[src/rtl/svec_pkg.sv]
`timescale 1ns/1ps
package svec_pkg;
  localparam int unsigned NUM_REGS       = 32;
  localparam int unsigned REG_IDX_W      = $clog2(NUM_REGS);
  localparam int unsigned NUM_OPS        = 3;
  localparam int unsigned LEN_W          = 3;
  localparam int unsigned STRIDE_W       = 2;
  localparam int unsigned STEP_W         = 2;
  localparam int unsigned SP_BANK_SZ     = 8;
  localparam int unsigned DP_BANK_SZ     = 4;
  localparam int unsigned SP_OFF_W       = $clog2(SP_BANK_SZ);
  localparam int unsigned DP_OFF_W       = $clog2(DP_BANK_SZ);
  localparam int unsigned DP_NUM_BANKS   = NUM_REGS / DP_BANK_SZ;
  localparam int unsigned DP_MIRROR_BANK = DP_NUM_BANKS / 2;

  typedef logic [REG_IDX_W-1:0] reg_idx_t;

  typedef enum logic [STRIDE_W-1:0] {
    STRIDE_ONE  = 2'b00,
    STRIDE_RSV1 = 2'b01,
    STRIDE_RSV2 = 2'b10,
    STRIDE_TWO  = 2'b11
  } stride_e;

  typedef struct packed {
    logic              legal;
    logic              scalar;
    logic [LEN_W:0]    n_iter;
    logic [STEP_W-1:0] step;
  } cfg_t;

  // lowest bank, or its double-precision mirror in the upper half
  function automatic logic in_scalar_bank(input reg_idx_t idx, input logic dbl);
    logic [REG_IDX_W-DP_OFF_W-1:0] dp_bank;
    logic [REG_IDX_W-SP_OFF_W-1:0] sp_bank;
    dp_bank = idx[REG_IDX_W-1:DP_OFF_W];
    sp_bank = idx[REG_IDX_W-1:SP_OFF_W];
    if (dbl) return (dp_bank == '0) ||
                    (dp_bank == (REG_IDX_W-DP_OFF_W)'(DP_MIRROR_BANK));
    return sp_bank == '0;
  endfunction
endpackage

[src/rtl/svec_cfg_decode.sv]
`timescale 1ns/1ps
module svec_cfg_decode
  import svec_pkg::*;
#(
  parameter int unsigned DP_MIN_LEN = 2,
  parameter int unsigned DP_MAX_LEN = 4
) (
  input  logic                dbl_i,
  input  logic [LEN_W-1:0]    len_i,
  input  logic [STRIDE_W-1:0] stride_i,
  input  reg_idx_t            dst_i,
  output cfg_t                cfg_o
);
  logic [LEN_W:0]    vec_len;
  logic [STEP_W-1:0] step;
  logic              stride_ok;
  logic              dp_len_ok;
  logic              scalar;

  always_comb begin
    vec_len = (LEN_W+1)'(len_i) + (LEN_W+1)'(1);
    unique case (stride_e'(stride_i))
      STRIDE_ONE: begin step = STEP_W'(1); stride_ok = 1'b1; end
      STRIDE_TWO: begin step = STEP_W'(2); stride_ok = 1'b1; end
      default:    begin step = '0;         stride_ok = 1'b0; end
    endcase
    dp_len_ok = (vec_len >= (LEN_W+1)'(DP_MIN_LEN)) &&
                (vec_len <= (LEN_W+1)'(DP_MAX_LEN));
    scalar    = in_scalar_bank(dst_i, dbl_i);

    cfg_o.legal  = stride_ok && (!dbl_i || dp_len_ok);
    cfg_o.scalar = scalar;
    cfg_o.n_iter = scalar ? (LEN_W+1)'(1) : vec_len;
    cfg_o.step   = step;
  end
endmodule

[src/rtl/svec_bank_step.sv]
`timescale 1ns/1ps
module svec_bank_step
  import svec_pkg::*;
(
  input  reg_idx_t          addr_i,
  input  logic              dbl_i,
  input  logic [STEP_W-1:0] step_i,
  input  logic              hold_i,
  output reg_idx_t          nxt_o
);
  logic [SP_OFF_W-1:0] sp_off;
  logic [DP_OFF_W-1:0] dp_off;

  // offset add truncates to the bank width: that is the wrap
  always_comb begin
    sp_off = addr_i[SP_OFF_W-1:0] + SP_OFF_W'(step_i);
    dp_off = addr_i[DP_OFF_W-1:0] + DP_OFF_W'(step_i);
    if (hold_i)     nxt_o = addr_i;
    else if (dbl_i) nxt_o = {addr_i[REG_IDX_W-1:DP_OFF_W], dp_off};
    else            nxt_o = {addr_i[REG_IDX_W-1:SP_OFF_W], sp_off};
  end
endmodule

[src/rtl/svec_iter_ctrl.sv]
`timescale 1ns/1ps
module svec_iter_ctrl
  import svec_pkg::*;
(
  input  logic             clk_i,
  input  logic             rst_ni,
  input  logic             start_i,
  input  cfg_t             cfg_i,
  output logic             vld_o,
  output logic             last_o,
  output logic             load_o,
  output logic             adv_o,
  output logic [LEN_W-1:0] idx_o,
  output logic             illegal_o
);
  logic             vld_q;
  logic [LEN_W:0]   remain_q;
  logic [LEN_W-1:0] idx_q;
  logic             illegal_q;
  logic             accept;

  assign accept = start_i && !vld_q;
  assign load_o = accept && cfg_i.legal;
  assign adv_o  = vld_q && (remain_q != '0);
  assign last_o = vld_q && (remain_q == '0);

  always_ff @(posedge clk_i or negedge rst_ni) begin
    if (!rst_ni) begin
      vld_q     <= 1'b0;
      remain_q  <= '0;
      idx_q     <= '0;
      illegal_q <= 1'b0;
    end else begin
      illegal_q <= accept && !cfg_i.legal;
      if (load_o) begin
        vld_q    <= 1'b1;
        remain_q <= cfg_i.n_iter - (LEN_W+1)'(1);
        idx_q    <= '0;
      end else if (adv_o) begin
        remain_q <= remain_q - (LEN_W+1)'(1);
        idx_q    <= idx_q + LEN_W'(1);
      end else if (last_o) begin
        vld_q <= 1'b0;
      end
    end
  end

  assign vld_o     = vld_q;
  assign idx_o     = idx_q;
  assign illegal_o = illegal_q;
endmodule

[src/rtl/svec_addr_seq.sv]
`timescale 1ns/1ps
module svec_addr_seq
  import svec_pkg::*;
#(
  parameter int unsigned DP_MIN_LEN = 2,
  parameter int unsigned DP_MAX_LEN = 4
) (
  input  logic                 clk_i,
  input  logic                 rst_ni,
  input  logic                 start_i,
  input  logic                 dbl_i,
  input  logic [LEN_W-1:0]     len_i,
  input  logic [STRIDE_W-1:0]  stride_i,
  input  logic [REG_IDX_W-1:0] dst_i,
  input  logic [REG_IDX_W-1:0] src1_i,
  input  logic [REG_IDX_W-1:0] src2_i,
  output logic                 busy_o,
  output logic                 iter_vld_o,
  output logic                 iter_last_o,
  output logic                 illegal_o,
  output logic [REG_IDX_W-1:0] dst_o,
  output logic [REG_IDX_W-1:0] src1_o,
  output logic [REG_IDX_W-1:0] src2_o,
  output logic [REG_IDX_W-1:0] lin_dst_o
);
  cfg_t              cfg;
  logic              vld;
  logic              load;
  logic              adv;
  logic [LEN_W-1:0]  idx;

  logic              dbl_q;
  logic [STEP_W-1:0] step_q;
  reg_idx_t          lin_base_q;
  logic [NUM_OPS-1:0] hold_q;
  reg_idx_t          op_in    [NUM_OPS];
  reg_idx_t          addr_q   [NUM_OPS];
  reg_idx_t          addr_nxt [NUM_OPS];

  assign op_in[0] = dst_i;
  assign op_in[1] = src1_i;
  assign op_in[2] = src2_i;

  svec_cfg_decode #(
    .DP_MIN_LEN(DP_MIN_LEN),
    .DP_MAX_LEN(DP_MAX_LEN)
  ) u_dec (
    .dbl_i   (dbl_i),
    .len_i   (len_i),
    .stride_i(stride_i),
    .dst_i   (dst_i),
    .cfg_o   (cfg)
  );

  svec_iter_ctrl u_ctrl (
    .clk_i    (clk_i),
    .rst_ni   (rst_ni),
    .start_i  (start_i),
    .cfg_i    (cfg),
    .vld_o    (vld),
    .last_o   (iter_last_o),
    .load_o   (load),
    .adv_o    (adv),
    .idx_o    (idx),
    .illegal_o(illegal_o)
  );

  for (genvar g = 0; g < NUM_OPS; g++) begin : g_op
    svec_bank_step u_step (
      .addr_i(addr_q[g]),
      .dbl_i (dbl_q),
      .step_i(step_q),
      .hold_i(hold_q[g]),
      .nxt_o (addr_nxt[g])
    );
  end

  always_ff @(posedge clk_i or negedge rst_ni) begin
    if (!rst_ni) begin
      dbl_q      <= 1'b0;
      step_q     <= '0;
      lin_base_q <= '0;
      hold_q     <= '0;
      for (int i = 0; i < NUM_OPS; i++) addr_q[i] <= '0;
    end else if (load) begin
      dbl_q      <= dbl_i;
      step_q     <= cfg.step;
      lin_base_q <= dst_i;
      // destination is never held: a scalar destination ends after one step
      for (int i = 0; i < NUM_OPS; i++) begin
        addr_q[i] <= op_in[i];
        hold_q[i] <= (i != 0) && in_scalar_bank(op_in[i], dbl_i);
      end
    end else if (adv) begin
      for (int i = 0; i < NUM_OPS; i++) addr_q[i] <= addr_nxt[i];
    end
  end

  assign busy_o     = vld;
  assign iter_vld_o = vld;
  assign dst_o      = addr_q[0];
  assign src1_o     = addr_q[1];
  assign src2_o     = addr_q[2];
  assign lin_dst_o  = lin_base_q + REG_IDX_W'(idx) * REG_IDX_W'(step_q);
endmodule

[config.mk]
export PLATFORM = sky130hd
export DESIGN_NAME = svec_addr_seq
export DESIGN_NICKNAME = d
export VERILOG_FILES = /design/src/rtl/svec_pkg.sv /design/src/rtl/svec_cfg_decode.sv /design/src/rtl/svec_bank_step.sv /design/src/rtl/svec_iter_ctrl.sv /design/src/rtl/svec_addr_seq.sv
export SDC_FILE = /design/constraint.sdc
export NUM_CORES = 1
export LEC_CHECK = 0
export BUFFER_PORTS_ARGS = -buffer_cell sky130_fd_sc_hd__buf_2
export CELL_PAD_IN_SITES_DETAIL_PLACEMENT = 1
export CELL_PAD_IN_SITES_GLOBAL_PLACEMENT = 2
export CORE_MARGIN = 3
export CORE_UTILIZATION = 34
export DETAILED_ROUTE_END_ITERATION = 8
export PLACE_DENSITY_LB_ADDON = 0.1
export RECOVER_POWER = 100
export SLEW_MARGIN = 20
export SYNTH_ARGS = -nofsm -noshare
export SYNTH_HDL_FRONTEND = slang
export SYNTH_SLANG_ARGS = --single-unit
export TNS_END_PERCENT = 30
[constraint.sdc]
create_clock -name clk_i -period 3.05 [get_ports clk_i]
set_clock_uncertainty 0.05 [all_clocks]
set_input_delay 0.61 -clock clk_i [delete_from_list [all_inputs] [get_ports clk_i]]
set_output_delay 0.61 -clock clk_i [all_outputs]
set_load 0.02 [all_outputs]
After elaboration in Yosys (flattened, before gate mapping)
Index checks and enable logic that the tools add are counted.
{ "totals": {"regBits": 34, "output_inout_bits": 24, "inputBits": 24} }
{ "classes": {"n_mul": 1, "muxes": 25, "reduce_logical": 32, "order_cmp": 2, "add_sub_neg": 11, "n_eq_ne": 8} }
{ "op_table": {"columns": ["op", "n"], "rows": [
  ["2-to-1 mux 15 bit", 2],
  ["2-to-1 mux 3 bit", 5],
  ["2-to-1 mux 1 bit", 12],
  ["2-to-1 mux 4 bit", 3],
  ["2-to-1 mux 5 bit", 2],
  ["adder 3 x 2 -> 3 bit", 3],
  ["equality test 3 bit, second input constant", 3],
  ["zero test 3 bit", 3],
  ["zero test 2 bit", 4],
  ["inequality test 2 bit, second input constant", 4],
  ["AND reduction 2 bit", 4],
  ["subtractor 4 x 1 -> 4 bit, second input constant", 2],
  ["logical AND 1 bit", 7],
  ["adder 2 bit", 3],
  ["AND reduction 3 bit", 2],
  ["adder 5 bit", 1],
  ["multiplier 3 x 2 -> 5 bit", 1],
  ["adder 3 x 1 -> 4 bit, second input constant", 1],
  ["greater-or-equal comparator 4 x 2 -> 1 bit, second input constant", 1],
  ["<= comparator 4 x 3 -> 1 bit, second input constant", 1],
  ["zero test 4 bit", 1],
  ["logical OR 1 bit", 4],
  ["one-hot mux 2 bit (2 select lines)", 1],
  ["nonzero test 2 bit", 2],
  ["5 further kinds", 7]
]} }

Depth between registers and ports, before layout
{ "depth": {"word_depth": 8, "depth_mapped": 12} }

By module
A second synthesis with hierarchy kept.
{ "unflattened": {"hier_cells": 211, "area_unflattened_um2": 2245.9} }
{ "modules_own_cells": {"columns": ["mod", "seq_area_each_um2", "area_per_inst_um2", "cells_per_inst", "instances"], "rows": [
  ["svec_addr_seq", 625.6, 1312.5, 120, 1],
  ["svec_iter_ctrl", 225.2, 491.7, 45, 1],
  ["svec_bank_step", 0.0, 91.3, 8, 3],
  ["svec_cfg_decode", 0.0, 167.7, 22, 1]
]} }

Least setup slack after synthesis
Ideal clock, no wire load.
{ "synth_path": {"path_type": "reg-to-output", "from": "reg step_q[1]", "to": "out lin_dst_o[3]", "n_path_buf": 0, "path_stages_with_launch": 8, "required_ps": 2390, "arrival_time_ps": 2024, "setup_slack_ps": 366, "path_cell_list": "dfrtp_1 nand2_1 fa_1 inv_1 ha_1 inv_1 fa_1 xnor2_1"} }
{ "synth_between": {"elab_chain_cells": 2} }
{ "synth_lines": {"columns": ["item", "line_no", "rtl"], "rows": [
  ["start, declared", "svec_addr_seq.sv:33", "logic [STEP_W-1:0] step_q;"],
  ["start signal, assigned", "svec_addr_seq.sv:87", "step_q <= cfg.step;"],
  ["multiplier 3 x 2 -> 5 bit", "svec_addr_seq.sv:104", "assign lin_dst_o = lin_base_q + REG_IDX_W'(idx) * REG_IDX_W'(step_q);"],
  ["adder 5 bit", "svec_addr_seq.sv:104", null],
  ["end, declared", "svec_addr_seq.sv:24", "output logic [REG_IDX_W-1:0] lin_dst_o"]
]} }
Every way passes these cells.

Worst setup path after layout
{ "layout_path": {"from": "reg step_q[0]", "to": "out lin_dst_o[4]"} }
Same word-level chain as after synthesis.

==> flow_metrics.py <==
metrics = {
    "run_status": {
        "status": "finished with violations",
        "violations": "max-capacitance violations, max-slew violations",
    },
    "synthesis": {
        "yosys_register_bits": 34,
        "syn-num-nets": 224,
        "synth_area_sq_um": 2060,
        "synth.largest_area_cell": "dfrtp_1",
        "synth.top_cells.by_area": "dfrtp_1 41%, ha_1 8.5%, mux2_2 7.7%, fa_1 5.8%, xnor2_1 3.8%",
        "yosysSeqAreaShare_pct": 41.4,
        "ys_types": 38,
        "syn_avg_cell_area_sq_um": 11.4,
        "yosys_warnings": 0,
        "synth.top_cell.area_share_pct": 41.4,
        "syn_inst": 180,
    },
    "worst_setup_path": {
        "timing_worst_setup_path_type": "register to output port",
        "worst_ep_arrival_time_ns": 2.30,
        "crit_buf_inv": 2,
        "end_kind": "output port",
        "crit_chain": "nand2_1 -> fa_1 -> inv_1 -> ha_1 -> a21o_1 -> a21oi_2 -> xnor2_1 -> buf_2",
        "cp_top_family": "adder cells",
        "crit_path_max_incr_delay_ns": 0.54,
        "slowest_stage": "fa_1",
        "start_kind": "register",
        "cp_max_fo": 5,
        "required_ns": 2.39,
    },
    "drt": {
        "avgRoutedWirePerCell_microns": 16.2,
        "drc": 0,
        "detail_route.wirelength_mm": 5.03,
        "drtIter0Drc": 41,
        "route.vias.total": 1542,
        "antenna_left": 0,
        "viasPerCell": 4.96,
        "first_pass_iters": 4,
    },
    "power_and_ir_drop": {
        "powerDensity_nw_per_um2": 1120,
        "ir_drop_mv": 0.509,
        "finalPower_mw": 2.81,
        "p_leak_nw": 1.17,
    },
    "die": {
        "die-height_microns": 83.8,
        "coreArea_sq_um": 5680,
        "die_area_sq_um": 7020,
        "start_util_pct": 36.2,
        "rows": 27,
        "io_pins": 48,
        "die_x_microns": 83.8,
    },
    "clock_tree": {
        "cts.sinks": 34,
        "insertion_delay_ns": 0.29,
        "cts-root-buf": "clkbuf_8",
        "h-tree-depth": 2,
        "cts_made_buffers": 5,
        "path_clk_slew_ns": 0.08,
        "cts_tree": "built",
        "hold_buffers": 0,
        "clock_path_buffers": 2,
    },
    "cells_and_area": {
        "drive_gt1_share_pct": 26.4,
        "stdcell_count": 311,
        "nNetsFinal": 282,
        "fill_cells": 654,
        "antenna_cells": 0,
        "fin_area_sq_um": 2510,
        "area_growth_pct": 21.9,
        "fin_util_pct": 44.2,
    },
    "placed_design": {
        "post-place-ws_ns": 0.298,
        "dp_hpwl_mm": 3.86,
        "gp_congestion": 0.791,
        "post_dp_cell_area_sq_um": 2390,
        "port-buffer-count": 47,
        "dp.cells": 298,
    },
    "global_route": {
        "use_met3_pct": 3.65,
        "grt_pass1_wl_mm": 8.70,
        "grt_pass1_vias": 1724,
        "gr-usage-met1_pct": 19.7,
        "track_usage_pct": 15.5,
        "grt_start_max_net_pins": 35,
        "overflow": 0,
        "grt-busiest-layer": "met2",
        "grt_util_met2_pct": 26.5,
        "antenna_found_initial": 0,
    },
    "timing": {
        "hold_ws_ns": 0.459,
        "tightest_slew_ns": 1.92,
        "relSlewSlack_pct": -28.0,
        "setup_slack_ns": 0.0867,
        "timing.final.max_slew_violations": 35,
        "tns_ns": 0,
        "timing.fmax_mhz": 337,
        "fin_crit_sh_pct": 97.2,
        "period_needed_ns": 2.96,
        "setup_viol_count_final": 0,
        "hold_viol": 0,
    },
    "run": {
        "max_cap_viol_count": 1,
    },
    "hold_path": {
        "hold_class": "register to register",
    },
}
final timing paths:
check	startpoint	endpoint	slack, ns	depth (start not counted)
setup / recovery	step_q[0]	lin_dst_o[4]	0.09	8
hold / removal	src2_o[3]	src2_o[3]	0.46	1
setup reg to reg	u_ctrl.vld_o	hold_q[2]	0.73	5
hold reg to reg	src2_o[3]	src2_o[3]	0.46	1
max in group asynchronous	rst_ni	step_q[0]	0.91	1
min in group asynchronous	rst_ni	u_ctrl.vld_o	0.80	1
area by class of cell:
class / count / area (sq um) / share of cell area [%]
Clock inverter: 3 / 45.0 / 1.80
Timing Repair Buffer: 58 / 282 / 11.2
Inverter: 15 / 56.3 / 2.25
Clock buffer: 5 / 68.8 / 2.74
Tap cell: 72 / 90.1 / 3.59
Multi-Input combinational cell: 124 / 1110 / 44.4
Sequential cell: 34 / 852 / 34.0
worst register-to-register path: cells and delay by family (launching register included):
family,cells,cell delay [ns]
flops,1,0.48
buf+inv,1,0.59
simple gates,3,0.67
mux,1,0.41
cells in the mapped netlist (all sizes together):
library cell  number
xnor2              9
o21ai              9
inv               15
xor2               3
a211oi             2
nor4b              2
a31oi              2
a221oi             1
nor3b              1
nand2              9
o221ai             1
or3                1
and3               1
nand2b             2
mux2i              6
a21oi              8
ha                14
dfrtp             34
nor2               5
o41ai              1
fa                 6
a41o               1
a21o               1
nor2b              3
nor3               1
mux2              22
clkbuf             2
o31ai              1
and2               4
a21bo              1
o41a               1
buf                5
nand3              6
timing repair:
| item | CTS | global route |
|---|---|---|
| setup buffers | 0 | 5 |
| endpoints found under the setup margin | 1 | 2 |
| resized for setup | 1 | 3 |
| pin swaps | 0 | 1 |
sequential cells by signal, indices dropped and copies added, names as in the netlist:
name	count
dbl_q	1
dst_o	5
hold_q	2
lin_base_q	5
src1_o	5
src2_o	5
step_q	2
u_ctrl.idx_o	3
u_ctrl.illegal_o	1
u_ctrl.remain_q	4
u_ctrl.vld_o	1
cell families after synthesis:
group,Yosys count,synth area share [%]
mux,28,15.7
simple gates,35,9.06
fa+ha+maj,20,14.4
xor+xnor,12,5.11
compound gates,29,9.92
buf+inv,22,4.50
flops,34,41.4
cell usage in the layout, fill, tap and decap left out, types with 3 or more instances in the layout:
cell type  Yosys  routed
mux2_1         4       7
xnor2_1        9       8
buf_2          4      22
nor2b_1        3       3
clkbuf_1       1      25
nand2_1        9       9
mux2_2        14      14
nand3_1        6       6
inv_1         15      15
nor2_1         3       3
dfrtp_1       34      33
buf_4          1       9
fa_1           6       6
o21ai_0        9       9
xor2_1         3       3
and2_1         4       3
mux2i_1        6       6
clkbuf_8       0       5
a21oi_1        8       7
ha_1          14      14
report_power, final:
part	leakage (nW)	switching (mW)	internal [mW]	total, mW
Combinational	0.710	0.824	0.661	1.48
Clock	0.0504	0.183	0.243	0.426
Sequential	0.411	0.216	0.679	0.895
Total	1.17	1.22	1.58	2.81
per-layer routing:
layer | up-vias | share of wire (%)
met1 | 767 | 45
li1 | 739 | -
met3 | 5 | 4.1
met2 | 31 | 50
met4 | 0 | 1.1
met5 | - | 0
Power figures use the tool's default switching activity.
